===== src/rtl/sertx_pkg.sv =====
package sertx_pkg;

  // Phase of the transmit sequence.
  typedef enum logic [1:0] {
    PH_IDLE  = 2'd0,
    PH_START = 2'd1,
    PH_DATA  = 2'd2,
    PH_STOP  = 2'd3
  } tx_phase_e;

  // Bit slots in one frame: start + 8 data + stop.
  localparam int unsigned FRAME_SLOTS = 10;
  localparam int unsigned CHAR_BITS   = 8;

endpackage


===== src/rtl/sertx_bus_port.sv =====
module sertx_bus_port #(
  parameter int unsigned ADDR_W   = 8,
  parameter int unsigned DATA_W   = 32,
  parameter logic [ADDR_W-1:0] DEV_ADDR = 8'h80
) (
  input  logic              req_valid,
  input  logic              req_write,
  input  logic [ADDR_W-1:0] req_addr,
  input  logic [DATA_W-1:0] req_wdata,
  input  logic              busy,
  output logic              req_ready,
  output logic              load,
  output logic [7:0]        load_byte,
  output logic [DATA_W-1:0] rsp_rdata
);

  logic hit;
  logic unused_upper;

  // Every beat completes in its own cycle.
  assign req_ready = 1'b1;

  assign hit       = req_valid && (req_addr == DEV_ADDR);
  assign load      = hit && req_write && !busy;
  assign load_byte = req_wdata[7:0];

  assign unused_upper = ^req_wdata[DATA_W-1:8];

  always_comb begin
    rsp_rdata = '0;
    if (hit && !req_write) begin
      rsp_rdata[0] = busy;
    end
  end

endmodule


===== src/rtl/sertx_baud.sv =====
module sertx_baud #(
  parameter int unsigned BIT_CYCLES = 16
) (
  input  logic clk,
  input  logic rst_n,
  input  logic restart,
  input  logic run,
  output logic tick
);

  localparam int unsigned CW = (BIT_CYCLES > 1) ? $clog2(BIT_CYCLES) : 1;
  localparam logic [CW-1:0] LAST = CW'(BIT_CYCLES - 1);

  logic [CW-1:0] cnt;

  assign tick = run && (cnt == LAST);

  always_ff @(posedge clk or negedge rst_n) begin
    if (!rst_n) begin
      cnt <= '0;
    end else if (restart || !run || tick) begin
      cnt <= '0;
    end else begin
      cnt <= cnt + 1'b1;
    end
  end

endmodule


===== src/rtl/sertx_shifter.sv =====
module sertx_shifter
  import sertx_pkg::*;
(
  input  logic       clk,
  input  logic       rst_n,
  input  logic       load,
  input  logic [7:0] load_byte,
  input  logic       tick,
  output logic       txd,
  output logic       busy
);

  tx_phase_e  phase;
  logic [7:0] shreg;
  logic [2:0] bit_idx;

  assign busy = (phase != PH_IDLE);

  always_ff @(posedge clk or negedge rst_n) begin
    if (!rst_n) begin
      phase   <= PH_IDLE;
      shreg   <= '0;
      bit_idx <= '0;
      txd     <= 1'b1;
    end else begin
      case (phase)
        PH_IDLE: begin
          txd <= 1'b1;
          if (load) begin
            phase   <= PH_START;
            shreg   <= load_byte;
            bit_idx <= '0;
            txd     <= 1'b0;
          end
        end
        PH_START: begin
          if (tick) begin
            phase <= PH_DATA;
            txd   <= shreg[0];
            shreg <= {1'b0, shreg[7:1]};
          end
        end
        PH_DATA: begin
          if (tick) begin
            if (bit_idx == 3'(CHAR_BITS - 1)) begin
              phase <= PH_STOP;
              txd   <= 1'b1;
            end else begin
              bit_idx <= bit_idx + 1'b1;
              txd     <= shreg[0];
              shreg   <= {1'b0, shreg[7:1]};
            end
          end
        end
        PH_STOP: begin
          if (tick) begin
            phase <= PH_IDLE;
            txd   <= 1'b1;
          end
        end
        default: begin
          phase <= PH_IDLE;
          txd   <= 1'b1;
        end
      endcase
    end
  end

endmodule


===== src/rtl/mmio_serial_tx.sv =====
module mmio_serial_tx #(
  parameter int unsigned ADDR_W     = 8,
  parameter int unsigned DATA_W     = 32,
  parameter logic [ADDR_W-1:0] DEV_ADDR = 8'h80,
  parameter int unsigned BIT_CYCLES = 16
) (
  input  logic              clk,
  input  logic              rst_n,
  input  logic              req_valid,
  output logic              req_ready,
  input  logic              req_write,
  input  logic [ADDR_W-1:0] req_addr,
  input  logic [DATA_W-1:0] req_wdata,
  output logic [DATA_W-1:0] rsp_rdata,
  output logic              ser_txd,
  output logic              tx_busy
);

  logic       load;
  logic [7:0] load_byte;
  logic       tick;

  sertx_bus_port #(
    .ADDR_W  (ADDR_W),
    .DATA_W  (DATA_W),
    .DEV_ADDR(DEV_ADDR)
  ) u_port (
    .req_valid(req_valid),
    .req_write(req_write),
    .req_addr (req_addr),
    .req_wdata(req_wdata),
    .busy     (tx_busy),
    .req_ready(req_ready),
    .load     (load),
    .load_byte(load_byte),
    .rsp_rdata(rsp_rdata)
  );

  sertx_baud #(
    .BIT_CYCLES(BIT_CYCLES)
  ) u_baud (
    .clk    (clk),
    .rst_n  (rst_n),
    .restart(load),
    .run    (tx_busy),
    .tick   (tick)
  );

  sertx_shifter u_shift (
    .clk      (clk),
    .rst_n    (rst_n),
    .load     (load),
    .load_byte(load_byte),
    .tick     (tick),
    .txd      (ser_txd),
    .busy     (tx_busy)
  );

endmodule


===== config.mk =====
export PLATFORM = sky130hd
export DESIGN_NAME = mmio_serial_tx
export DESIGN_NICKNAME = d
export VERILOG_FILES = /design/src/rtl/sertx_pkg.sv /design/src/rtl/sertx_bus_port.sv /design/src/rtl/sertx_baud.sv /design/src/rtl/sertx_shifter.sv /design/src/rtl/mmio_serial_tx.sv
export SDC_FILE = /design/constraint.sdc
export NUM_CORES = 1
export LEC_CHECK = 0
export CAP_MARGIN = 20
export CORE_MARGIN = 2
export CORE_UTILIZATION = 40
export DETAILED_ROUTE_END_ITERATION = 8
export DONT_BUFFER_PORTS = 1
export PLACE_DENSITY_LB_ADDON = 0.3
export SLEW_MARGIN = 20
export SYNTH_ARGS = -nofsm -noshare
export SYNTH_HDL_FRONTEND = slang
export SYNTH_HIERARCHICAL = 1
export SYNTH_SLANG_ARGS = --single-unit

===== constraint.sdc =====
create_clock -name clk -period 3.15 [get_ports clk]
set_input_delay 0.315 -clock clk [delete_from_list [all_inputs] [get_ports clk]]
set_output_delay 0.315 -clock clk [all_outputs]
set_load 0.02 [all_outputs]

; ---- After elaboration in Yosys (flattened, before gate mapping)
; Index checks and enable logic that the tools add are counted.
[totals]
regBits = 18
inputBits = 44
output_inout_bits = 35
wordCells = 59
[op_classes]
n_addsub = 2
eq_ne = 12
n_mux = 23
n_reduce_logical = 17
[op_table]
columns = cell, n
row1 = $mux 8, 4
row2 = $pmux 8 s3, 1
row3 = $mux 2, 5
row4 = $ne 2x2->1 const B, 5
row5 = $reduce_and 5->1, 2
row6 = $mux 3, 3
row7 = $eq 8x8->1 const B, 1
row8 = $pmux 2 s4, 1
row9 = $mux 1, 6
row10 = $pmux 3 s2, 1
row11 = $logic_and 1x1->1, 5
row12 = $add 4x1->4 const B, 1
row13 = $eq 2x2->1 const B, 2
row14 = $eq 4x4->1 const B, 1
row15 = $mux 4, 1
row16 = $pmux 1 s4, 1
row17 = $reduce_and 4->1, 1
row18 = $reduce_bool 2->1, 2
row19 = $add 3x1->3 const B, 1
row20 = $eq 3x3->1 const B, 1
row21 = $reduce_and 3->1, 1
row22 = $reduce_bool 3->1, 1
row23 = $eq 2x1->1 const B, 1
row24 = $logic_not 1->1, 2
row25 = other kinds (3), 4

; ---- Logic depth before layout (Yosys ltp)
; Gate-level depths: netlist of the first run.
[logic_depth]
depth_word = 7
ltp_mapped = 9
mapped_depth_nobuf = 9

; ---- Cells and area by module
; The synthesis of the first run kept the hierarchy.
[modules_own_cells]
columns = module, n_inst, cells_each, area_per_inst_um2, seq_area_each_um2
row1 = sertx_shifter, 1, 73, 895.9, 351.6
row2 = sertx_bus_port, 1, 48, 357.8, 0.0
row3 = sertx_baud, 1, 17, 191.4, 100.1

; ---- Least setup slack after synthesis of the first run
; Ideal clock, no wire load.
[synth_timing]
path_type = register to register
start = register u_shift.phase[0]
end = register u_shift.shreg[0]
arrival_ns = 2.593
path_slack_ns = 0.433
path_stages_with_launch = 9
n_path_buf = 0
period_less_slack_ns = 2.717
path_cell_list = dfrtp_1 > inv_1 > ha_1 > inv_1 > nor4_1 > nand2b_4 > nand2_4 > a2111oi_4 > mux2_2
[synth_via]
elab_chain_len = 5
[synth_lines]
columns = element, line
row1 = "start, declared", sertx_shifter.sv:13  ; tx_phase_e phase;
row2 = "start signal, assigned", sertx_shifter.sv:21  ; phase <= PH_IDLE;
row3 = "start signal, assigned", sertx_shifter.sv:30  ; phase <= PH_START;
row4 = "start signal, assigned", sertx_shifter.sv:38  ; phase <= PH_DATA;
row5 = $reduce_bool 2->1, sertx_shifter.sv:17  ; assign busy = (phase != PH_IDLE);
row6 = named net tx_busy, mmio_serial_tx.sv:16  ; output logic tx_busy
row7 = $logic_not 1->1, sertx_bus_port.sv:24  ; assign load = hit && req_write && !busy;
row8 = $logic_and 1x1->1, sertx_bus_port.sv:24
row9 = named net load, mmio_serial_tx.sv:19  ; logic load;
row10 = $ne 2x2->1 (no line), n/a
row11 = $reduce_and 5->1 (no line), n/a
row12 = "end signal, assigned", sertx_shifter.sv:31  ; shreg <= load_byte;
row13 = "end signal, assigned", sertx_shifter.sv:40  ; shreg <= {1'b0, shreg[7:1]};
row14 = "end signal, assigned", sertx_shifter.sv:51  ; shreg <= {1'b0, shreg[7:1]};
row15 = "end, declared", sertx_shifter.sv:14  ; logic [7:0] shreg;
; The timed path passes the listed nets, and every way through them passes these cells.
; A chain may end at the register's enable or synchronous reset.

; ---- Final worst setup path of the first run
[layout_timing]
start = register u_shift.phase[0]
end = register u_shift.shreg[4]
[layout_via]
elab_chain_len = 5
[layout_lines]
columns = element, line
row1 = $reduce_bool 2->1, sertx_shifter.sv:17
row2 = $logic_not 1->1, sertx_bus_port.sv:24
row3 = $logic_and 1x1->1, sertx_bus_port.sv:24
row4 = named net load, mmio_serial_tx.sv:19
row5 = $ne 2x2->1 (no line), n/a
row6 = $reduce_and 5->1 (no line), n/a
; The timed path passes the listed nets, and every way through them passes these cells.

==> results.cfg, run 1 <==
[run_status]
outcome = complete, no violations

[run]
max_cap_violations = 0

[sta]
maxSlewViolCount = 0
max_freq_ghz = 0.364
skew_ps = 1.29
hold_violations = 0
setup_ws_ps = 400
rsz0062_at_grt = false
final-setup-viol-count = 0
min_period_ps = 2750
slew_headroom_pct = 44.3
setup_tns_ps = 0
post-route-period-util_pct = 87.3
tightest_slew_ps = 833
hold-worst-slack_ps = 293

[synthesis]
yosysSeqAreaShare_pct = 31.3
synth_area_leaders = dfrtp_1 (29%), buf_4 (21%), mux2_2 (13%)
syn_inst = 138
ys_ff_latch = 18
syn_avg_cell_area_um2 = 10.5
ys_types = 35
syn_area_mm2 = 0.00145
async_reset_ff_share_pct = 100
synth_warnings = 6
synth_top_cell_by_area = dfrtp_1
ys.flop_type = dfrtp_1
synth_edf_count = 0
yosysTopAreaCellShare_pct = 29.4

[finish]
fin_nets = 189
syn_to_final_growth_pct = -5.28
layout-drive-gt1-share_pct = 28.4
n_antenna_cell = 0
utilization_pct = 40.1

[power]
leakage_nw = 0.657
ir_drop_mv = 0.463
power.total_mw = 1.37
power-per-cell-area_mw_per_mm2 = 999

[setup_path]
cp-end-kind = flop
setup.worst_path.start = u_shift/phase[0]$_DFFE_PN0P_
arrival_ps = 2930
cp_max_fo = 8
cp_data_required_time_ps = 3330
critical_path_class = reg2reg
critPathLaunchType = flop
reg2reg_slack_ps = 400
regToRegStartpoint = u_shift/phase[0]$_DFFE_PN0P_

[routing]
drc = 0
drt_iter0_drc = 21
wl_per_cell_um = 11.5
drtAntennaViolNets = 0
vias_per_cell = 4.66
wirelength_um = 2080
dr.pass1.iters = 4
via_count = 839

[floorplan]
rows = 21
core_mm2 = 0.00342
initial_core_util_pct = 42.3
io_pins = 79
fp.dieW_um = 64.1
die_area_mm2 = 0.00411
die_h_um = 64.1

[global_route]
track_usage_pct = 11.3
grt_pass1_vias = 849
grt_pass1_wl_um = 3610
antenna_found_initial = 0
grt_overflow = 0
grt_max_degree = 19

[clock_network]
clk_path_buf_depth = 2
cts_tree = yes
ctsHtreeMaxLevel = 1
clk_pin_slew_ps = 100
cts_sinks = 18
worst_skew_pair.late_latency_ps = 290
tritoncts.num_buffers = 3
cts-root-buf = clkbuf_4

[placed_design]
dp_slack_ps = 363
place_congestion = 0.749
dp_hpwl_um = 1680
io_buffer_count = 0

[worst_hold_path]
min_path_type = in2reg
hold_start = req_wdata[3]
[critical path, stage by stage, from the launching register on]
cell       delay (ps)
dfrtp_1           440
inv_1             140
ha_1              280
inv_1              80
nor4_1            310
buf_4             190
nand2b_4          150
nand2_4            50
a2111oi_4         590
mux2_2            410
[timing repair]
item	CTS	global route
resized for setup	0	0
hold buffers	1	0
endpoints found under the hold margin	18	0
buffers inserted	0	0
setup endpoints to repair	0	0
[cell usage after synthesis, types with 2 or more instances]
cell type and number:
inv_1 7, conb_1 2, or4b_1 2, nand2b_4 2
nor4_1 2, nor2_1 4, dfrtp_1 17, buf_4 40
nand2_1 3, nor2b_1 2, o21ai_0 4, or2_2 2
mux2_2 17, nand3_1 2, a22o_2 3, ha_1 10
[sequential cells by signal (all words and copies together) (netlist names)]
register,cells
u_shift/bit_idx,3
u_shift/phase,2
u_baud/cnt,4
u_shift/txd,1
u_shift/shreg,8
[logic make-up (layout without fill, tap and decap cells)]
kind of cell	after synthesis	count (layout)	synth area share, %
XOR/XNOR	2	2	1.21
adder cells (fa/ha/maj)	10	10	8.66
AO/OA/AOI/OAI	12	12	7.53
other	2	32	0.520
buffers and inverters	49	15	23.6
AND/OR/NAND/NOR	28	28	13.9
flip-flops	18	18	31.3
multiplexers	17	17	13.2
[final cells by class]
class	count	area, µm²
fillers	332	2050
inverters	7	26.3
flip-flops and latches	18	452
repair buffers	4	32.5
clock buffers	4	36.3
well taps	46	57.6
multi-input cells	101	764
[worst paths after layout]
check / to / cells past startpoint
min in group asynchronous: u_shift/shreg[2]$_DFFE_PN0P_ / 1
worst max-delay path: u_shift/shreg[4]$_DFFE_PN0P_ / 9
max in group asynchronous: u_shift/phase[0]$_DFFE_PN0P_ / 1
worst max register to register: u_shift/shreg[4]$_DFFE_PN0P_ / 9
worst min-delay path: u_shift/shreg[3]$_DFFE_PN0P_ / 2
worst min register to register: u_baud/cnt[0]$_DFF_PN0_ / 1
[routing by layer]
metal | global-route usage [%] | vias up | wire, µm
li1 | - | 387 | -
met1 | 12.2 | 399 | 813
met2 | 19.8 | 49 | 1040
met3 | 3.35 | 4 | 196
met4 | 5.59 | 0 | 24
met5 | 0 | - | 0
[cell usage in the layout (no fill, tap or decap), types with 2 or more instances in the layout]
master,synthesis,routed
a22o_2,3,3
buf_4,40,3
clkbuf_4,0,3
conb_1,2,32
dfrtp_1,17,17
ha_1,10,10
inv_1,7,7
mux2_2,17,17
nand2_1,3,3
nand2b_4,2,2
nand3_1,2,2
nor2_1,4,4
nor2b_1,2,2
nor4_1,2,2
o21ai_0,4,4
or2_2,2,2
or4b_1,2,2
[metrics by stage]
| step | instance area, µm² | cells |
|---|---|---|
| 2_1_floorplan | 1560 | 168 |
| 3_3_place_gp | 1320 | 175 |
| 3_5_place_dp | 1320 | 175 |
| 4_1_cts | 1370 | 180 |
| 5_1_grt | 1370 | 180 |
| 6_report | 1370 | 180 |
[report_power, final]
group	internal, mW	total, mW	leakage, nW	switching, mW
logic	0.404	0.790	0.416	0.386
registers	0.351	0.437	0.221	0.0858
clock network	0.0704	0.140	0.0210	0.0697
Note: power is estimated with default switching activity, not from simulation.
==> inputs of run 2 (changes only) <==
CELL_PAD_IN_SITES_DETAIL_PLACEMENT = 0   (was not set)
CELL_PAD_IN_SITES_GLOBAL_PLACEMENT = 1   (was not set)
==> results.cfg, run 2 (synthesized netlist as in run 1, its figures left out) <==
[placed_design]
dp_slack_ps = 402
placed_cells = 175
io_buffer_count = 0
place_congestion = 0.771
dp_hpwl_um = 1640
post_dp_cell_area_mm2 = 0.00132

[sta]
setup_ws_ps = 463
hold_violations = 0
tightest_slew_ps = 817
hold-worst-slack_ps = 285
setup_tns_ps = 0
slew_headroom_pct = 45.3
final-setup-viol-count = 0
rsz0062_at_grt = false
max_freq_ghz = 0.372
min_period_ps = 2690
post-route-period-util_pct = 85.3
skew_ps = 3.04
maxSlewViolCount = 0

[run_status]
outcome = complete, no violations

[worst_hold_path]
holdPathStages = 2
min_path_type = in2reg

[floorplan]
io_pins = 79
core_mm2 = 0.00342
die_h_um = 64.1
die_area_mm2 = 0.00411
fp.dieW_um = 64.1
rows = 21
initial_core_util_pct = 42.3

[setup_path]
cp-end-kind = flop
arrival_ps = 2880
critPathLaunchType = flop
cp_data_required_time_ps = 3340
critical_path_class = reg2reg
cp_max_fo = 8
reg2reg_depth = 9

[routing]
dr.pass1.iters = 2
drt_iter0_drc = 12
vias_per_cell = 4.47
wl_per_cell_um = 11.6
drc = 0
wirelength_um = 2080
via_count = 804
drtAntennaViolNets = 0

[clock_network]
cts-hold-fix-buffers = 1
clk_pin_slew_ps = 110
cts_tree = yes
worst_skew_pair.late_latency_ps = 300
cts-root-buf = clkbuf_4
post-cts-setup-buffers = 0
cts_sinks = 18
ctsHtreeMaxLevel = 1
tritoncts.num_buffers = 3
cts_resized = 0
clk_path_buf_depth = 2

[power]
power.total_mw = 1.37
ir_drop_mv = 0.393
leakage_nw = 0.657
power-per-cell-area_mw_per_mm2 = 998

[finish]
largest_register_ffs = 8
layout-drive-gt1-share_pct = 28.4
final_area_mm2 = 0.00137
syn_to_final_growth_pct = -5.28
n_antenna_cell = 0
final_cells = 180
fin_nets = 189
top_regs = u_shift/shreg (8), u_baud/cnt (4), u_shift/bit_idx (3)
largest-register = u_shift/shreg
layout_commonest_cell = conb_1
fillers = 366
layout_common_cells = conb_1 (32), dfrtp_1 (17), mux2_2 (17)
utilization_pct = 40.1

[global_route]
antenna_found_initial = 0
grt_max_degree = 19
grt_overflow = 0
track_usage_pct = 10.7
grt_pass1_wl_um = 3370
grt_pass1_vias = 779

[run]
max_cap_violations = 0
[run 2: cell counts in the layout (fill, tap and decap cells not counted)]
No cell type changed its count.
[run 2: area by class of cell]
cell class              count  area [µm²]  area share, %
multi-input cells         101         764           55.9
repair buffers              4        32.5           2.38
clock buffers               4        36.3           2.65
inverters                   7        26.3           1.92
flip-flops and latches     18         452           33.0
well taps                  46        57.6           4.20
[run 2: where the power goes]
| part | switching (mW) | leakage (nW) | internal, mW |
|---|---|---|---|
| registers | 0.0841 | 0.221 | 0.351 |
| clock network | 0.0754 | 0.0210 | 0.0706 |
| logic | 0.383 | 0.416 | 0.403 |
[run 2: layer usage]
metal	global-route usage [%]	up-vias	share of wire, %
met4	4.79	0	2.1
li1	-	387	-
met1	11.4	373	41
met5	0	-	0
met3	3.87	7	7.6
met2	18.8	37	50
[run 2: final timing paths]
path / start / to / slack [ps]
worst max-delay path: u_shift/phase[0]$_DFFE_PN0P_ / u_shift/shreg[6]$_DFFE_PN0P_ / 460
worst min-delay path: req_wdata[1] / u_shift/shreg[1]$_DFFE_PN0P_ / 280
worst max register to register: u_shift/phase[0]$_DFFE_PN0P_ / u_shift/shreg[6]$_DFFE_PN0P_ / 460
worst min register to register: u_baud/cnt[0]$_DFF_PN0_ / u_baud/cnt[0]$_DFF_PN0_ / 480
max in group asynchronous: rst_n / u_shift/shreg[0]$_DFFE_PN0P_ / 2100
min in group asynchronous: rst_n / u_shift/bit_idx[1]$_DFFE_PN0P_ / 540
[run 2: critical path, stage by stage, from the launching register on]
cell       delay, ps
dfrtp_1          440
inv_1            140
ha_1             260
inv_1             90
nor4_1           290
buf_4            190
nand2b_4         150
nand2_4           50
a2111oi_4        560
mux2_2           410
